[config.mk]
export PLATFORM = sky130hd
export DESIGN_NAME = lpm_ctrl
export DESIGN_NICKNAME = d
export VERILOG_FILES = /design/src/rtl/lpm_pkg.sv /design/src/rtl/lpm_hold_timer.sv /design/src/rtl/lpm_fsm.sv /design/src/rtl/lpm_outmux.sv /design/src/rtl/lpm_ctrl.sv
export SDC_FILE = /design/constraint.sdc
export NUM_CORES = 1
export LEC_CHECK = 0
export BUFFER_PORTS_ARGS = -buffer_cell sky130_fd_sc_hd__buf_2
export CORE_MARGIN = 1.5
export CORE_UTILIZATION = 45
export CTS_BUF_LIST = sky130_fd_sc_hd__clkbuf_4 sky130_fd_sc_hd__clkbuf_8
export DETAILED_ROUTE_END_ITERATION = 10
export PLACE_DENSITY = 0.69
export SYNTH_ARGS = -nofsm -noshare
export SYNTH_HDL_FRONTEND = slang
export SYNTH_HIERARCHICAL = 1
export SYNTH_SLANG_ARGS = --single-unit
export TNS_END_PERCENT = 5
[constraint.sdc]
create_clock -name clk_i -period 3.7 [get_ports clk_i]
set_input_delay 0.37 -clock clk_i [delete_from_list [all_inputs] [get_ports clk_i]]
set_output_delay 0.37 -clock clk_i [all_outputs]
set_load 0.01 [all_outputs]
[src/rtl/lpm_pkg.sv]
package lpm_pkg;
  localparam int unsigned IDLE_BIT = 0;
  localparam int unsigned PD_BIT   = 1;

  typedef enum logic [1:0] {
    ST_RUN     = 2'd0,
    ST_IDLE    = 2'd1,
    ST_PD_STOP = 2'd2,
    ST_PD_WARM = 2'd3
  } lpm_state_e;
endpackage

[src/rtl/lpm_hold_timer.sv]
module lpm_hold_timer #(
  parameter int unsigned WAKE_CYCLES = 1024,
  localparam int unsigned CW = $clog2(WAKE_CYCLES + 1)
) (
  input  logic clk_i,
  input  logic rst_ni,
  input  logic clear_i,
  input  logic count_i,
  output logic done_o
);
  localparam logic [CW-1:0] LIMIT = CW'(WAKE_CYCLES);

  logic [CW-1:0] cnt_q;

  always_ff @(posedge clk_i or negedge rst_ni) begin
    if (!rst_ni)                     cnt_q <= '0;
    else if (clear_i)                cnt_q <= '0;
    else if (count_i && !done_o)     cnt_q <= cnt_q + 1'b1;
  end

  assign done_o = (cnt_q >= LIMIT);

  assert_saturate_R9: assert property (@(posedge clk_i) disable iff (!rst_ni)
    (done_o && !clear_i) |=> done_o);
  assert_clear_R10: assert property (@(posedge clk_i) disable iff (!rst_ni)
    clear_i |=> (cnt_q == '0));
endmodule

[src/rtl/lpm_fsm.sv]
module lpm_fsm
  import lpm_pkg::*;
(
  input  logic        clk_i,
  input  logic        rst_ni,
  input  logic        pcon_we_i,
  input  logic [1:0]  pcon_wdata_i,
  input  logic        irq_req_i,
  input  logic        pin_wake_i,
  input  logic        hold_done_i,
  output lpm_state_e  state_o,
  output logic        wake_o
);
  lpm_state_e state_q, state_d;
  logic wake_q, wake_d;

  always_comb begin
    state_d = state_q;
    wake_d  = 1'b0;
    unique case (state_q)
      ST_RUN: begin
        if (pcon_we_i && pcon_wdata_i[PD_BIT])        state_d = ST_PD_STOP;
        else if (pcon_we_i && pcon_wdata_i[IDLE_BIT]) state_d = ST_IDLE;
      end
      ST_IDLE: begin
        if (irq_req_i) begin
          state_d = ST_RUN;
          wake_d  = 1'b1;
        end
      end
      ST_PD_STOP: begin
        if (pin_wake_i) state_d = ST_PD_WARM;
      end
      ST_PD_WARM: begin
        if (!pin_wake_i) begin
          if (hold_done_i) begin
            state_d = ST_RUN;
            wake_d  = 1'b1;
          end else begin
            state_d = ST_PD_STOP;
          end
        end
      end
      default: state_d = ST_RUN;
    endcase
  end

  always_ff @(posedge clk_i or negedge rst_ni) begin
    if (!rst_ni) begin
      state_q <= ST_RUN;
      wake_q  <= 1'b0;
    end else begin
      state_q <= state_d;
      wake_q  <= wake_d;
    end
  end

  assign state_o = state_q;
  assign wake_o  = wake_q;

  assert_prio_R4: assert property (@(posedge clk_i) disable iff (!rst_ni)
    (state_q == ST_RUN && pcon_we_i && pcon_wdata_i == 2'b11) |=> (state_q == ST_PD_STOP));
  assert_pd_hold_R7: assert property (@(posedge clk_i) disable iff (!rst_ni)
    (state_q == ST_PD_STOP && !pin_wake_i) |=> (state_q == ST_PD_STOP));
  assert_idle_exit_R6: assert property (@(posedge clk_i) disable iff (!rst_ni)
    (state_q == ST_IDLE && irq_req_i) |=> (state_q == ST_RUN && wake_q));
  assert_short_hold_R10: assert property (@(posedge clk_i) disable iff (!rst_ni)
    (state_q == ST_PD_WARM && !pin_wake_i && !hold_done_i) |=> (state_q == ST_PD_STOP && !wake_q));
  assert_wake_pulse_R11: assert property (@(posedge clk_i) disable iff (!rst_ni)
    wake_q |=> !wake_q);
endmodule

[src/rtl/lpm_outmux.sv]
module lpm_outmux
  import lpm_pkg::*;
(
  input  lpm_state_e state_i,
  input  logic       ale_core_i,
  input  logic       psen_core_i,
  output logic       cpu_clk_en_o,
  output logic       per_clk_en_o,
  output logic       osc_run_o,
  output logic       ale_o,
  output logic       psen_o,
  output logic       idle_o,
  output logic       pd_o
);
  always_comb begin
    cpu_clk_en_o = 1'b0;
    per_clk_en_o = 1'b0;
    osc_run_o    = 1'b1;
    ale_o        = 1'b0;
    psen_o       = 1'b0;
    idle_o       = 1'b0;
    pd_o         = 1'b0;
    unique case (state_i)
      ST_RUN: begin
        cpu_clk_en_o = 1'b1;
        per_clk_en_o = 1'b1;
        ale_o        = ale_core_i;
        psen_o       = psen_core_i;
      end
      ST_IDLE: begin
        per_clk_en_o = 1'b1;
        ale_o        = 1'b1;
        psen_o       = 1'b1;
        idle_o       = 1'b1;
      end
      ST_PD_STOP: begin
        osc_run_o = 1'b0;
        pd_o      = 1'b1;
      end
      ST_PD_WARM: pd_o = 1'b1;
      default: ;
    endcase
  end

  always_comb begin
    assert_pd_clk_off_R3: assert (!pd_o || (!cpu_clk_en_o && !per_clk_en_o && !ale_o && !psen_o));
  end
endmodule

[src/rtl/lpm_ctrl.sv]
module lpm_ctrl
  import lpm_pkg::*;
#(
  parameter int unsigned WAKE_CYCLES = 1024
) (
  input  logic       clk_i,
  input  logic       rst_ni,
  input  logic       pcon_we_i,
  input  logic [1:0] pcon_wdata_i,
  input  logic       irq_req_i,
  input  logic       ext_irq_n_i,
  input  logic       ext_irq_en_i,
  input  logic       ext_irq_level_i,
  input  logic       osc_ready_i,
  input  logic       ale_core_i,
  input  logic       psen_core_i,
  output logic       cpu_clk_en_o,
  output logic       per_clk_en_o,
  output logic       osc_run_o,
  output logic       ale_o,
  output logic       psen_o,
  output logic       idle_o,
  output logic       pd_o,
  output logic       wake_o
);
  lpm_state_e state;
  logic pin_wake, hold_done, warm;

  // only an enabled level-sensitive low pin may end power-down
  assign pin_wake = ext_irq_en_i && ext_irq_level_i && !ext_irq_n_i;
  assign warm     = (state == ST_PD_WARM);

  lpm_fsm u_fsm (
    .clk_i        (clk_i),
    .rst_ni       (rst_ni),
    .pcon_we_i    (pcon_we_i),
    .pcon_wdata_i (pcon_wdata_i),
    .irq_req_i    (irq_req_i),
    .pin_wake_i   (pin_wake),
    .hold_done_i  (hold_done),
    .state_o      (state),
    .wake_o       (wake_o)
  );

  lpm_hold_timer #(.WAKE_CYCLES(WAKE_CYCLES)) u_timer (
    .clk_i   (clk_i),
    .rst_ni  (rst_ni),
    .clear_i (!warm),
    .count_i (warm && pin_wake && osc_ready_i),
    .done_o  (hold_done)
  );

  lpm_outmux u_out (
    .state_i      (state),
    .ale_core_i   (ale_core_i),
    .psen_core_i  (psen_core_i),
    .cpu_clk_en_o (cpu_clk_en_o),
    .per_clk_en_o (per_clk_en_o),
    .osc_run_o    (osc_run_o),
    .ale_o        (ale_o),
    .psen_o       (psen_o),
    .idle_o       (idle_o),
    .pd_o         (pd_o)
  );

  assert_osc_restart_R8: assert property (@(posedge clk_i) disable iff (!rst_ni)
    (pd_o && !osc_run_o && pin_wake) |=> osc_run_o);
  assert_idle_R2: assert property (@(posedge clk_i) disable iff (!rst_ni)
    (cpu_clk_en_o && pcon_we_i && pcon_wdata_i == 2'b01) |=> (idle_o && per_clk_en_o && !cpu_clk_en_o));
endmodule

# Yosys cells after proc, flatten, opt, wreduce, memory -nomap -nowiden
# Index checks and enable logic that the tools add are counted.
[word_totals]
reg_bits = 14
in_bits = 12
output_inout_bits = 8
elab_cells = 46
[classes]
n_addsub = 1
order_cmp = 1
n_eq_ne = 8
mux = 20
reduce_logical = 13
[op_table]
columns = ["op", "n"]
rows = [
  ["two-way mux 11 bit", 2],
  ["two-way mux 2 bit", 6],
  ["adder 11 x 1 -> 11 bit, second input constant", 1],
  ["greater-or-equal comparator 11 bit, second input constant", 1],
  ["two-way mux 1 bit", 8],
  ["case mux 2 bit (4 select lines)", 1],
  ["logical AND 1 bit", 7],
  ["!= test 2 bit, second input constant", 3],
  ["case mux 1 bit (2 select lines)", 3],
  ["equality test 2 bit, second input constant", 2],
  ["AND reduction 4 bit", 1],
  ["OR reduction 2 bit", 2],
  ["!= test 3 x 1 -> 1 bit, second input constant", 1],
  ["equality test 2 x 1 -> 1 bit, second input constant", 1],
  ["logical NOT 1 bit", 2],
  ["logical NOT 2 bit", 1],
  ["!= test 2 x 1 -> 1 bit, second input constant", 1],
]

# Logic depth before layout (Yosys ltp)
[logic_depth]
ltp_word = 7
depth_mapped = 5
mapped_depth_nobuf = 5

# Hierarchy
# The synthesis kept the hierarchy.
[modules_own_cells]
columns = ["module", "n_inst", "cells_each", "area_each_um2", "seq_area_each_um2"]
rows = [
  ["lpm_hold_timer", 1, 59, 598.1, 275.3],
  ["lpm_fsm", 1, 14, 138.9, 75.1],
  ["lpm_outmux", 1, 7, 43.8, 0.0],
  ["lpm_ctrl", 1, 4, 28.8, 0.0],
]

# Worst setup path before layout
# No wires, ideal clock.
[synth_timing]
kind = "register to register"
start = "register u_fsm.state_q[1], in the netlist u_fsm/state_o[1]"
end = "register u_timer.cnt_q[7]"
setup_time_ps = 78
arrival_ps = 1906
t_required_ps = 3622
slack_ps = 1716
stages_incl_launch_ff = 6
path_buffers = 0
synth_period_minus_slack_ps = 1984
cell_sequence = "dfrtp_1 -> nand2_2 -> nor4b_2 -> nand4b_4 -> or4_1 -> a21oi_1"
[synth_via]
elab_chain_len = 5
elab_cells_between_ends = 6
cone_classes = "eq/ne: 2; mux: 1; reduce/logical: 3"
[synth_rtl]
columns = ["item", "line", "rtl"]
rows = [
  ["from (decl)", "lpm_fsm.sv:14", "lpm_state_e state_q, state_d;"],
  ["from (signal assigned)", "lpm_fsm.sv:53", "state_q <= state_d;"],
  ["equality test 2 bit (*)", "lpm_ctrl.sv:31", "assign warm = (state == ST_PD_WARM);"],
  ["logical AND 1 bit (2 in a row)", "lpm_ctrl.sv:49", ".count_i (warm && pin_wake && osc_ready_i),"],
  ["logical AND 1 bit", "lpm_hold_timer.sv:18", "else if (count_i && !done_o) cnt_q <= cnt_q + 1'b1;"],
  ["!= test 2 x 1 -> 1 bit (no line)", "n/a", ""],
  ["to (signal assigned)", "lpm_hold_timer.sv:18", ""],
  ["to (decl)", "lpm_hold_timer.sv:13", "logic [CW-1:0] cnt_q;"],
]
# Every way passes the cells marked *; elsewhere a longest branch is shown, timed or not.
# A chain may end at the register's enable or synchronous reset.

# Worst setup path in the final report
[layout_timing]
start = "register u_fsm.state_q[1], in the netlist u_fsm/state_o[1]"
end = "register u_timer.cnt_q[8]"
# Same word-level chain as after synthesis.

==> metrics.yaml <==
outcome: "complete, no violations"
synth_cells: 84
layout_common_cells: "buf_2, dfrtp_1, a21oi_1"
yosys.area.top_type: "dfrtp_1"
wl_met1_um: 685
ys.warnings.count: 6
placed_area_um2: 920
top_layer: "met4"
hpwlAfterDp_mm: 1.10
wl_met2_um: 742
antenna_found_initial: 0
synthesis.nets: 98
reg2reg_depth: 5
cts_root_buf: "clkbuf_4"
cp-start-kind: "register"
synth_area_per_cell_um2: 9.64
grt_usage: 0.168
clock-sinks: 14
vdd_drop_max_mv: 0.162
vias: 644
rsz0062_at_grt: "false"
die_w_um: 45.4
instances_no_fill: 129
via_per_inst: 4.99
drt_iter0_markers: 8
routedWlPerCell_um: 11.4
cp.arrival_ns: 2.52
period_minus_slack_ns: 2.32
io_pins: 20
max_freq_ghz: 0.431
htree_num_levels: 1
fin_nets: 119
rows: 15
crit_fanout: 13
synth_seq_cells: 14
synth_seq_area_share: 0.433
dp.cells: 124
final_common_cell: "buf_2"
port_buffers: 19
syn_area_um2: 810
worstMarginPinSlew_ns: 0.537
clkTransAtPathRegs_ns: 0.09
cts_buffer_depth: 2
post_synth_num_cell_types: 27
slew_headroom: 0.641
wl_met3_um: 26
fin_area_um2: 966
place.gp.congestion: 0.766
insertedDiodeCount: 0
holdPathStages: 3
cts_tree: "built"
grt_pass1_vias: 602
finalSetupViolations: 0
core_um2: 1710
die_y_um: 45.4
dr.pass1.iters: 4
numCtsBuffers: 3
area_growth_pct: 19.3
slew_viol_final: 0
fin_crit_sh: 0.626
totalWireLength_mm: 1.47
yosys.area.top_type_share: 0.433
maxCapViolations: 0
grt_max_degree: 15
drc: 0
hold-worst-slack_ns: 0.307
setup_tns_ns: 0
cp-end-kind: "register"
synth_area_leaders: "dfrtp_1, a21oi_1, or4_1, nor2b_1, mux2i_1"
skew_ns: 0.00151
pre_cts_ws_ns: 1.40
postRouteAntennaNets: 0
clock_latency_ns: 0.28
required_ns: 3.90
cellPowerDensity_nw_per_um2: 289
hp-class: "in -> reg"
layout-drive-gt1-share: 0.269
dieArea_um2: 2060
leakagePower_nw: 0.505
grt_overflow_total: 0
start_util: 0.474
critPathKind: "reg -> reg"
fin_ws_ns: 1.38
grt_pass1_wl_mm: 2.50
hold_viol_final: 0
==> sequential cells by signal, summed over array words and instances (netlist names) <==
name           cells
u_fsm/wake_o       1
u_timer/cnt_q     11
u_fsm/state_o      2
==> synth_stat cells <==
cell type,n
o31ai_1,4
nand3_1,2
inv_1,7
ha_1,2
o22ai_1,1
or4_1,5
o21ba_1,2
nor4_1,1
nor2_1,6
mux2i_1,3
buf_2,1
o21ai_0,2
nor2b_1,5
nand2_1,4
nand2b_1,2
nor3b_1,1
nand4b_4,1
a21oi_1,9
nand2_2,1
dfrtp_1,14
nand3b_4,1
clkbuf_1,3
nor4b_2,1
or3_1,2
nand4_1,1
or2_2,1
xnor2_1,2
==> area by class of cell <==
cell class              instances  area, um2
multi-input cells              59        417
flip-flops and latches         14        350
inverters                       7       26.3
well taps                      25       31.3
repair buffers                 20        105
fillers                       162        742
clock buffers                   4       36.3
==> what timing repair did <==
action | CTS | global route
resized for setup | 0 | 0
hold buffers | 1 | 0
hold endpoints to repair | 14 | 0
buffers inserted | 0 | 0
==> metrics by stage <==
step	util	power, mW
after floorplan	-	0.163
after global placement	0.538	0.173
after detailed placement	0.538	0.173
after CTS	0.566	0.284
after global routing	0.566	0.293
final	0.566	0.280
==> metal layers <==
| layer | vias to the layer above | GRT usage |
|---|---|---|
| met5 | - | 0 |
| met4 | 0 | 0.0882 |
| met3 | 2 | 0.0357 |
| met2 | 7 | 0.268 |
| met1 | 302 | 0.211 |
| li1 | 333 | - |
==> worst max-delay path: stages, from the launching register on <==
cell and delay (ns):
dfrtp_1 0.58, nand2_2 0.25, nor4b_2 0.56, nand3b_4 0.19, or4_1 0.51, a21oi_1 0.15
==> path summary, 6_finish.rpt <==
kind                                  start                to  slack (ns)
max in group asynchronous            rst_ni  u_timer/cnt_q[8]        2.95
hold / removal              pcon_wdata_i[0]  u_fsm/state_o[0]        0.31
min in group asynchronous            rst_ni  u_timer/cnt_q[0]        0.51
setup / recovery           u_fsm/state_o[1]  u_timer/cnt_q[8]        1.38
hold reg to reg            u_timer/cnt_q[9]  u_timer/cnt_q[9]        0.56
setup reg to reg           u_fsm/state_o[1]  u_timer/cnt_q[8]        1.38
==> kinds of logic (layout without fill, tap and decap cells) <==
kind of cell | after synthesis | in the layout | share of synthesized area
compound gates | 18 | 18 | 0.138
flops | 14 | 14 | 0.433
mux | 3 | 3 | 0.0371
fa+ha+maj | 2 | 2 | 0.0309
xor+xnor | 2 | 2 | 0.0216
simple gates | 34 | 34 | 0.287
buf+inv | 11 | 31 | 0.0525
==> power by group <==
group | leakage (nW) | switching (mW) | internal [mW]
Sequential | 0.190 | 0.00109 | 0.153
Clock | 0.0210 | 0.0496 | 0.0598
Combinational | 0.294 | 0.00831 | 0.00745
Total | 0.505 | 0.0590 | 0.221
No activity file was read; power rests on OpenSTA's default activity.
